**config.mk**
```make
export PLATFORM = sky130hd
export DESIGN_NAME = bitslip_deser
export DESIGN_NICKNAME = d
export VERILOG_FILES = /design/src/rtl/bsd_pkg.sv /design/src/rtl/bsd_word_timer.sv /design/src/rtl/bsd_slip_ctrl.sv /design/src/rtl/bsd_datapath.sv /design/src/rtl/bitslip_deser.sv
export SDC_FILE = /design/constraint.sdc
export NUM_CORES = 1
export LEC_CHECK = 0
export BUFFER_PORTS_ARGS = -buffer_cell sky130_fd_sc_hd__buf_2
export CORE_UTILIZATION = 55
export CTS_BUF_LIST = sky130_fd_sc_hd__clkbuf_2 sky130_fd_sc_hd__clkbuf_4 sky130_fd_sc_hd__clkbuf_8
export DETAILED_ROUTE_END_ITERATION = 8
export PLACE_DENSITY = 0.78
export SKIP_LAST_GASP = 1
export SYNTH_ARGS = -nofsm -noshare
export SYNTH_HDL_FRONTEND = slang
export SYNTH_SLANG_ARGS = --single-unit
```
**constraint.sdc**
```tcl
create_clock -name clk -period 1.8 [get_ports clk]
set_clock_uncertainty 0.15 [all_clocks]
set_input_delay 0.09 -clock clk [delete_from_list [all_inputs] [get_ports clk]]
set_output_delay 0.09 -clock clk [all_outputs]
set_load 0.05 [all_outputs]
```
**src/rtl/bsd_pkg.sv**
```systemverilog
package bsd_pkg;

  // Strobes from the control section to the datapath, one set per fast cycle.
  typedef struct packed {
    logic load;      // capture the completed word this cycle
    logic wordGood;  // the word captured this cycle may be trusted
  } bsd_strobe_t;

endpackage

```
**src/rtl/bsd_word_timer.sv**
```systemverilog
module bsd_word_timer #(
  parameter int FACTOR = 8
) (
  input  logic clk,
  input  logic rst,
  output logic loadEn
);
  localparam int PW = $clog2(FACTOR);
  localparam logic [PW-1:0] LAST = PW'(FACTOR - 1);

  logic [PW-1:0] phase;

  always_ff @(posedge clk) begin
    if (rst) begin
      phase <= '0;
    end else if (phase == LAST) begin
      phase <= '0;
    end else begin
      phase <= phase + 1'b1;
    end
  end

  assign loadEn = (phase == LAST);

  // phase never leaves its range
  a_r2_phase_range: assert property (@(posedge clk) disable iff (rst)
    phase <= LAST);

  // the core enable is a single-cycle strobe
  a_r2_strobe_single: assert property (@(posedge clk) disable iff (rst)
    loadEn |=> !loadEn);

endmodule

```
**src/rtl/bsd_slip_ctrl.sv**
```systemverilog
module bsd_slip_ctrl
  import bsd_pkg::*;
#(
  parameter int FACTOR       = 8,
  parameter int SETTLE_WORDS = 5,
  parameter int PURGE_WORDS  = 2,
  parameter int FLAG_DELAY   = 5
) (
  input  logic                        clk,
  input  logic                        rst,
  input  logic                        loadEn,
  input  logic                        slipReq,
  output bsd_strobe_t                 stb,
  output logic [$clog2(FACTOR)-1:0]   tapSel,
  output logic                        slipMax
);
  localparam int TW = $clog2(FACTOR);
  localparam int SW = $clog2(SETTLE_WORDS + 1);
  localparam int QW = $clog2(PURGE_WORDS + 1);
  localparam int MW = $clog2(FLAG_DELAY + 1);
  localparam logic [TW-1:0] TOP = TW'(FACTOR - 1);

  logic          slipPrev;
  logic [TW-1:0] tapCnt;
  logic [SW-1:0] settleCnt;
  logic [QW-1:0] purgeCnt;
  logic [MW-1:0] flagCnt;
  logic          maxFlag;
  logic          acceptNow;
  logic          wrapNow;

  assign acceptNow = loadEn && slipReq && !slipPrev && (settleCnt == '0);
  assign wrapNow   = acceptNow && (tapCnt == TOP);

  // Slip counter and request edge detector, core-enable domain
  always_ff @(posedge clk) begin
    if (rst) begin
      slipPrev <= 1'b0;
      tapCnt   <= '0;
    end else if (loadEn) begin
      slipPrev <= slipReq;
      if (acceptNow) begin
        tapCnt <= (tapCnt == TOP) ? '0 : tapCnt + 1'b1;
      end
    end
  end

  // Settle window and purge window
  always_ff @(posedge clk) begin
    if (rst) begin
      settleCnt <= '0;
      purgeCnt  <= '0;
    end else if (loadEn) begin
      if (acceptNow) begin
        settleCnt <= SW'(SETTLE_WORDS);
        purgeCnt  <= QW'(PURGE_WORDS);
      end else begin
        if (settleCnt != '0) settleCnt <= settleCnt - 1'b1;
        if (purgeCnt != '0)  purgeCnt  <= purgeCnt - 1'b1;
      end
    end
  end

  // Delayed wrap flag
  always_ff @(posedge clk) begin
    if (rst) begin
      flagCnt <= '0;
      maxFlag <= 1'b0;
    end else if (loadEn) begin
      maxFlag <= (flagCnt == MW'(1));
      if (wrapNow) begin
        flagCnt <= MW'(FLAG_DELAY);
      end else if (flagCnt != '0) begin
        flagCnt <= flagCnt - 1'b1;
      end
    end
  end

  assign stb.load     = loadEn;
  assign stb.wordGood = (purgeCnt == '0);
  assign tapSel       = tapCnt;
  assign slipMax      = maxFlag;

  // the slip count steps by one or wraps from the top to zero
  a_r9_tap_step: assert property (@(posedge clk) disable iff (rst)
    (tapCnt != $past(tapCnt)) |->
      (($past(tapCnt) == TOP) ? (tapCnt == '0) : (tapCnt == TW'($past(tapCnt) + 1'b1))));

  // a core edge inside the settle window leaves alignment alone
  a_r7_settle_hold: assert property (@(posedge clk) disable iff (rst)
    (loadEn && settleCnt != '0) |=> $stable(tapCnt));

  // a request level already seen on the previous core edge is not counted
  a_r6_edge_only: assert property (@(posedge clk) disable iff (rst)
    (loadEn && slipPrev) |=> $stable(tapCnt));

  // the word after an accepted slip is marked untrusted
  a_r8_purge_start: assert property (@(posedge clk) disable iff (rst)
    acceptNow |=> !stb.wordGood);

  // the wrap flag moves only on core edges and lasts one core cycle
  a_r10_flag_on_core: assert property (@(posedge clk) disable iff (rst)
    !$past(loadEn) |-> $stable(slipMax));
  a_r10_flag_single: assert property (@(posedge clk) disable iff (rst)
    (loadEn && slipMax) |=> !slipMax);

endmodule

```
**src/rtl/bsd_datapath.sv**
```systemverilog
module bsd_datapath
  import bsd_pkg::*;
#(
  parameter int FACTOR = 8
) (
  input  logic                       clk,
  input  logic                       rst,
  input  logic                       serIn,
  input  bsd_strobe_t                stb,
  input  logic [$clog2(FACTOR)-1:0]  tapSel,
  output logic [FACTOR-1:0]          wordOut,
  output logic                       wordValid
);
  localparam int TW    = $clog2(FACTOR);
  localparam int DEPTH = FACTOR - 1;

  logic [DEPTH-1:0]  delayLine;
  logic [FACTOR-1:0] shiftReg;
  logic              tapBit;
  logic [FACTOR-1:0] nextWord;

  // Delay line: delayLine[i] holds the serial bit from i+1 cycles ago
  always_ff @(posedge clk) begin
    if (rst) begin
      delayLine <= '0;
    end else begin
      delayLine <= {delayLine[DEPTH-2:0], serIn};
    end
  end

  // Tap multiplexer: tap 0 is the live input
  always_comb begin
    tapBit = serIn;
    for (int i = 0; i < DEPTH; i++) begin
      if (tapSel == TW'(i + 1)) tapBit = delayLine[i];
    end
  end

  assign nextWord = {shiftReg[FACTOR-2:0], tapBit};

  always_ff @(posedge clk) begin
    if (rst) begin
      shiftReg <= '0;
    end else begin
      shiftReg <= nextWord;
    end
  end

  // Output word register, written once per core cycle
  always_ff @(posedge clk) begin
    if (rst) begin
      wordOut   <= '0;
      wordValid <= 1'b0;
    end else if (stb.load) begin
      wordOut   <= nextWord;
      wordValid <= stb.wordGood;
    end
  end

  // the word holds between core edges
  a_r2_word_hold: assert property (@(posedge clk) disable iff (rst)
    !$past(stb.load) |-> ($stable(wordOut) && $stable(wordValid)));

endmodule

```
**src/rtl/bitslip_deser.sv**
```systemverilog
module bitslip_deser
  import bsd_pkg::*;
#(
  parameter int FACTOR       = 8,
  parameter int SETTLE_WORDS = 5,
  parameter int PURGE_WORDS  = 2,
  parameter int FLAG_DELAY   = 5
) (
  input  logic              clk,
  input  logic              rst,
  input  logic              serIn,
  input  logic              slipReq,
  output logic              loadEn,
  output logic [FACTOR-1:0] wordOut,
  output logic              wordValid,
  output logic              slipMax
);
  localparam int TW = $clog2(FACTOR);

  generate
    if (FACTOR < 3 || FACTOR > 10) begin : g_bad_factor
      $error("FACTOR must lie between 3 and 10");
    end
  endgenerate

  bsd_strobe_t   stb;
  logic [TW-1:0] tapSel;

  bsd_word_timer #(.FACTOR(FACTOR)) u_timer (
    .clk    (clk),
    .rst    (rst),
    .loadEn (loadEn)
  );

  bsd_slip_ctrl #(
    .FACTOR       (FACTOR),
    .SETTLE_WORDS (SETTLE_WORDS),
    .PURGE_WORDS  (PURGE_WORDS),
    .FLAG_DELAY   (FLAG_DELAY)
  ) u_ctrl (
    .clk     (clk),
    .rst     (rst),
    .loadEn  (loadEn),
    .slipReq (slipReq),
    .stb     (stb),
    .tapSel  (tapSel),
    .slipMax (slipMax)
  );

  bsd_datapath #(.FACTOR(FACTOR)) u_dp (
    .clk       (clk),
    .rst       (rst),
    .serIn     (serIn),
    .stb       (stb),
    .tapSel    (tapSel),
    .wordOut   (wordOut),
    .wordValid (wordValid)
  );

endmodule

```
==> results.json <==
{
  "clk_pin_slew_worst_paths_ns": 0.11,
  "multi_input_area_um2": 832,
  "die_h_um": 57.3,
  "num_vias": 1205,
  "ant_nets": 0,
  "period_minus_slack_ns": 1.76,
  "hold_depth": 2,
  "cts_inserted_buffers": 5,
  "htreeDepth": 2,
  "rows": 19,
  "power_density_nw_per_um2": 792,
  "dieArea_um2": 3280,
  "fin_crit_sh_pct": 97.6,
  "clockRootBuffer": "clkbuf_4",
  "postLayoutCoreUtil_pct": 68.1,
  "cp.arrival_ns": 1.85,
  "drive_above_1_share_pct": 19.4,
  "post-route-worst-setup-slack_ns": 0.0435,
  "worstHoldEndpoint": "u_dp.delayLine[3]$_SDFF_PP0_",
  "rr_endpoint": "u_ctrl.tapSel[0]$_SDFFE_PP0P_",
  "ys_ff_latch": 39,
  "start_util_pct": 59.4,
  "fin_nets": 208,
  "placed_cell_area_um2": 1790,
  "core_area_um2": 2830,
  "seq_area_frac_synth_pct": 46.5,
  "ys.flop_type": "dfxtp_1",
  "gp_congestion": 0.814,
  "worstSetupPathType": "flop to flop",
  "relSlewSlack_pct": 79.9,
  "ioPinCount": 15,
  "hp-start": "u_dp.delayLine[2]$_SDFF_PP0_",
  "max-vdd-ir-drop_v": 0.000859,
  "crit_path_end_kind": "flop",
  "wirelength_um": 2920,
  "grt_start_max_net_pins": 21,
  "slew_viol_final": 0,
  "dieWidth_um": 57.3,
  "antenna_found_initial": 0,
  "hpwl_um": 2080,
  "worstMarginPinSlew_ns": 0.299,
  "cts_tree": "built",
  "antennaDiodeCount": 0,
  "areaGrowthSynthToFinish_pct": 14.8,
  "maxCapViolCount": 0,
  "synthCells": 168,
  "drc": 2,
  "finalSetupViolations": 0,
  "synth.cell_area_um2": 1680,
  "drt-initial-drc-count": 44,
  "hold_path.class": "flop to flop",
  "track_usage_pct": 20.1,
  "drt-pass1-iter-count": 6,
  "hold_viol": 0,
  "worstSetupStartpointType": "flop",
  "wl_per_cell_um": 13.1,
  "avgViaCountPerCell": 5.43,
  "grt_pass1_vias": 1174,
  "status": "finished with violations",
  "layoutNonFillerInstCount": 222,
  "critical_path_required_ns": 1.89,
  "ff2ff_path_depth": 7,
  "avgSynthCellArea_um2": 9.99,
  "place_inst": 209,
  "overflow": 0,
  "r2r-start": "u_timer.phase[0]$_SDFF_PP0_",
  "synth-edff-count": 0,
  "synthDistinctLibCells": 37,
  "port_buffers": 14,
  "violations": "design-rule violations",
  "p_leak_uw": 0.000792,
  "cp_max_fo": 9,
  "r2r_slack_ns": 0.04,
  "dp_slack_ns": 0.0868,
  "stdcell_area_um2": 1930,
  "regArea_um2": 782,
  "clockBufferDepth": 2,
  "fillerInstances": 221,
  "grt_pass1_wl_um": 4950,
  "fmax_mhz": 569,
  "synth_nets": 186,
  "yosysWarningCount": 0,
  "clkLatencyLatePin_ns": 0.34,
  "cts.sinks": 39,
  "rsz0062_at_grt": "yes",
  "synthArstFlopShare_pct": 0
}
==> stage by stage <==
step | total power (uW) | hold slack [ns] | TNS [ns]
6_report | 1530 | 0.308 | 0
5_1_grt | 1590 | 0.329 | -0.0286
3_3_place_gp | 956 | 0.169 | 0
4_1_cts | 1540 | 0.317 | 0
3_5_place_dp | 962 | 0.164 | 0
2_1_floorplan | 943 | 0.0682 | 0
==> cell type report <==
type	instances	area share [%]
timing repair buffer	22	7.86
clock inverter	3	2.27
tap	31	2.01
multi-input combinational	111	43.2
inverter	11	2.14
clock buffer	5	1.95
sequential	39	40.6
==> cells in the final DEF (no fill, tap or decap), drive strengths merged <==
cell	synthesis	routed
nor3	4	4
nor2	18	18
and3b	2	2
a221oi	1	1
buf	4	19
o31ai	2	2
a21oi	10	10
nor2b	13	13
o21ai	1	1
inv	11	11
o22ai	2	2
nand3b	3	3
o221ai	1	1
nand4b	1	1
nand4	1	1
nand2b	5	5
a211oi	2	2
nand2	8	8
and3	1	1
nor3b	2	2
a32o	1	1
o21a	2	2
dlygate4sd3	0	3
xnor2	1	1
mux2i	10	10
a41oi	1	1
a311oi	2	2
clkbuf	3	5
clkinv	0	2
bufinv	0	1
a21o	1	1
dfxtp	39	39
nand3	1	1
ha	14	14
and2	1	1
==> flip-flops by register name (all words and copies together), names as in the netlist, 2 cells and up <==
register / count
u_ctrl.settleCnt: 3
u_dp.wordOut: 8
u_dp.shiftReg: 7
u_ctrl.tapSel: 3
u_ctrl.purgeCnt: 2
u_timer.phase: 3
u_ctrl.flagCnt: 3
u_dp.delayLine: 7
==> repair_timing <==
action	CTS	global route
resized for setup	3	2
pin swaps	0	1
setup buffers	0	2
setup endpoints to repair	1	4
endpoints found under the hold margin	6	0
gates cloned	0	0
hold buffers	3	0
==> Yosys cell counts, types with 3 or more instances <==
cell	count	area [um^2]
dfxtp_1	39	781
nor2_1	18	67.6
ha_1	14	175
nor2b_1	13	81.3
inv_1	11	41.3
a21oi_1	10	50.1
mux2i_1	10	100
nand2_1	7	26.3
nand2b_1	4	25.0
nand3b_1	3	22.5
nor3_1	3	15.0
==> power breakdown <==
part / internal [uW] / switching [uW] / total, uW
Combinational: 29.3 / 33.6 / 63.0
Sequential: 877 / 8.02 / 885
Clock: 292 / 287 / 579
==> metal layers <==
metal  track usage [%]  vias up  part of all wire [%]
li1                  -      618                     -
met1              22.1      562                    46
met2              35.3       19                    49
met3              6.80        6                   3.5
met4              8.71        0                   1.8
met5                 0        -                     0
==> cells by family after synthesis <==
logic type                 share of synthesized area, %
and+or+nand+nor                                    20.6
DFF                                                46.5
AOI/OAI and AO/OA                                  10.9
buffers and inverters                              5.14
adders and majority gates                          10.4
muxes                                              5.96
xor gates and xnor gates                          0.522
==> critical path, cell delays in order, from the launching register on <==
cell and delay [ns]:
dfxtp_1 0.37, ha_2 0.20, ha_4 0.20, nand2_2 0.10, nor3_4 0.19, buf_4 0.18, mux2i_1 0.20, nor2_1 0.07
==> worst max path at each step <==
| stage | depth (start not counted) | endpoint | startpoint |
|---|---|---|---|
| final | 7 | u_ctrl.tapSel[0]$_SDFFE_PP0P_ | u_timer.phase[0]$_SDFF_PP0_ |
| after global routing | 4 | loadEn | u_timer.phase[0]$_SDFF_PP0_ |
| after detailed placement | 6 | u_ctrl.settleCnt[2]$_SDFFE_PP0P_ | u_timer.phase[0]$_SDFF_PP0_ |
| after global placement | 6 | u_ctrl.settleCnt[2]$_SDFFE_PP0P_ | u_timer.phase[0]$_SDFF_PP0_ |
| after floorplan | 7 | u_ctrl.settleCnt[2]$_SDFFE_PP0P_ | u_timer.phase[0]$_SDFF_PP0_ |
| after CTS | 4 | loadEn | u_timer.phase[0]$_SDFF_PP0_ |
No activity file was read; power rests on OpenSTA's default activity.
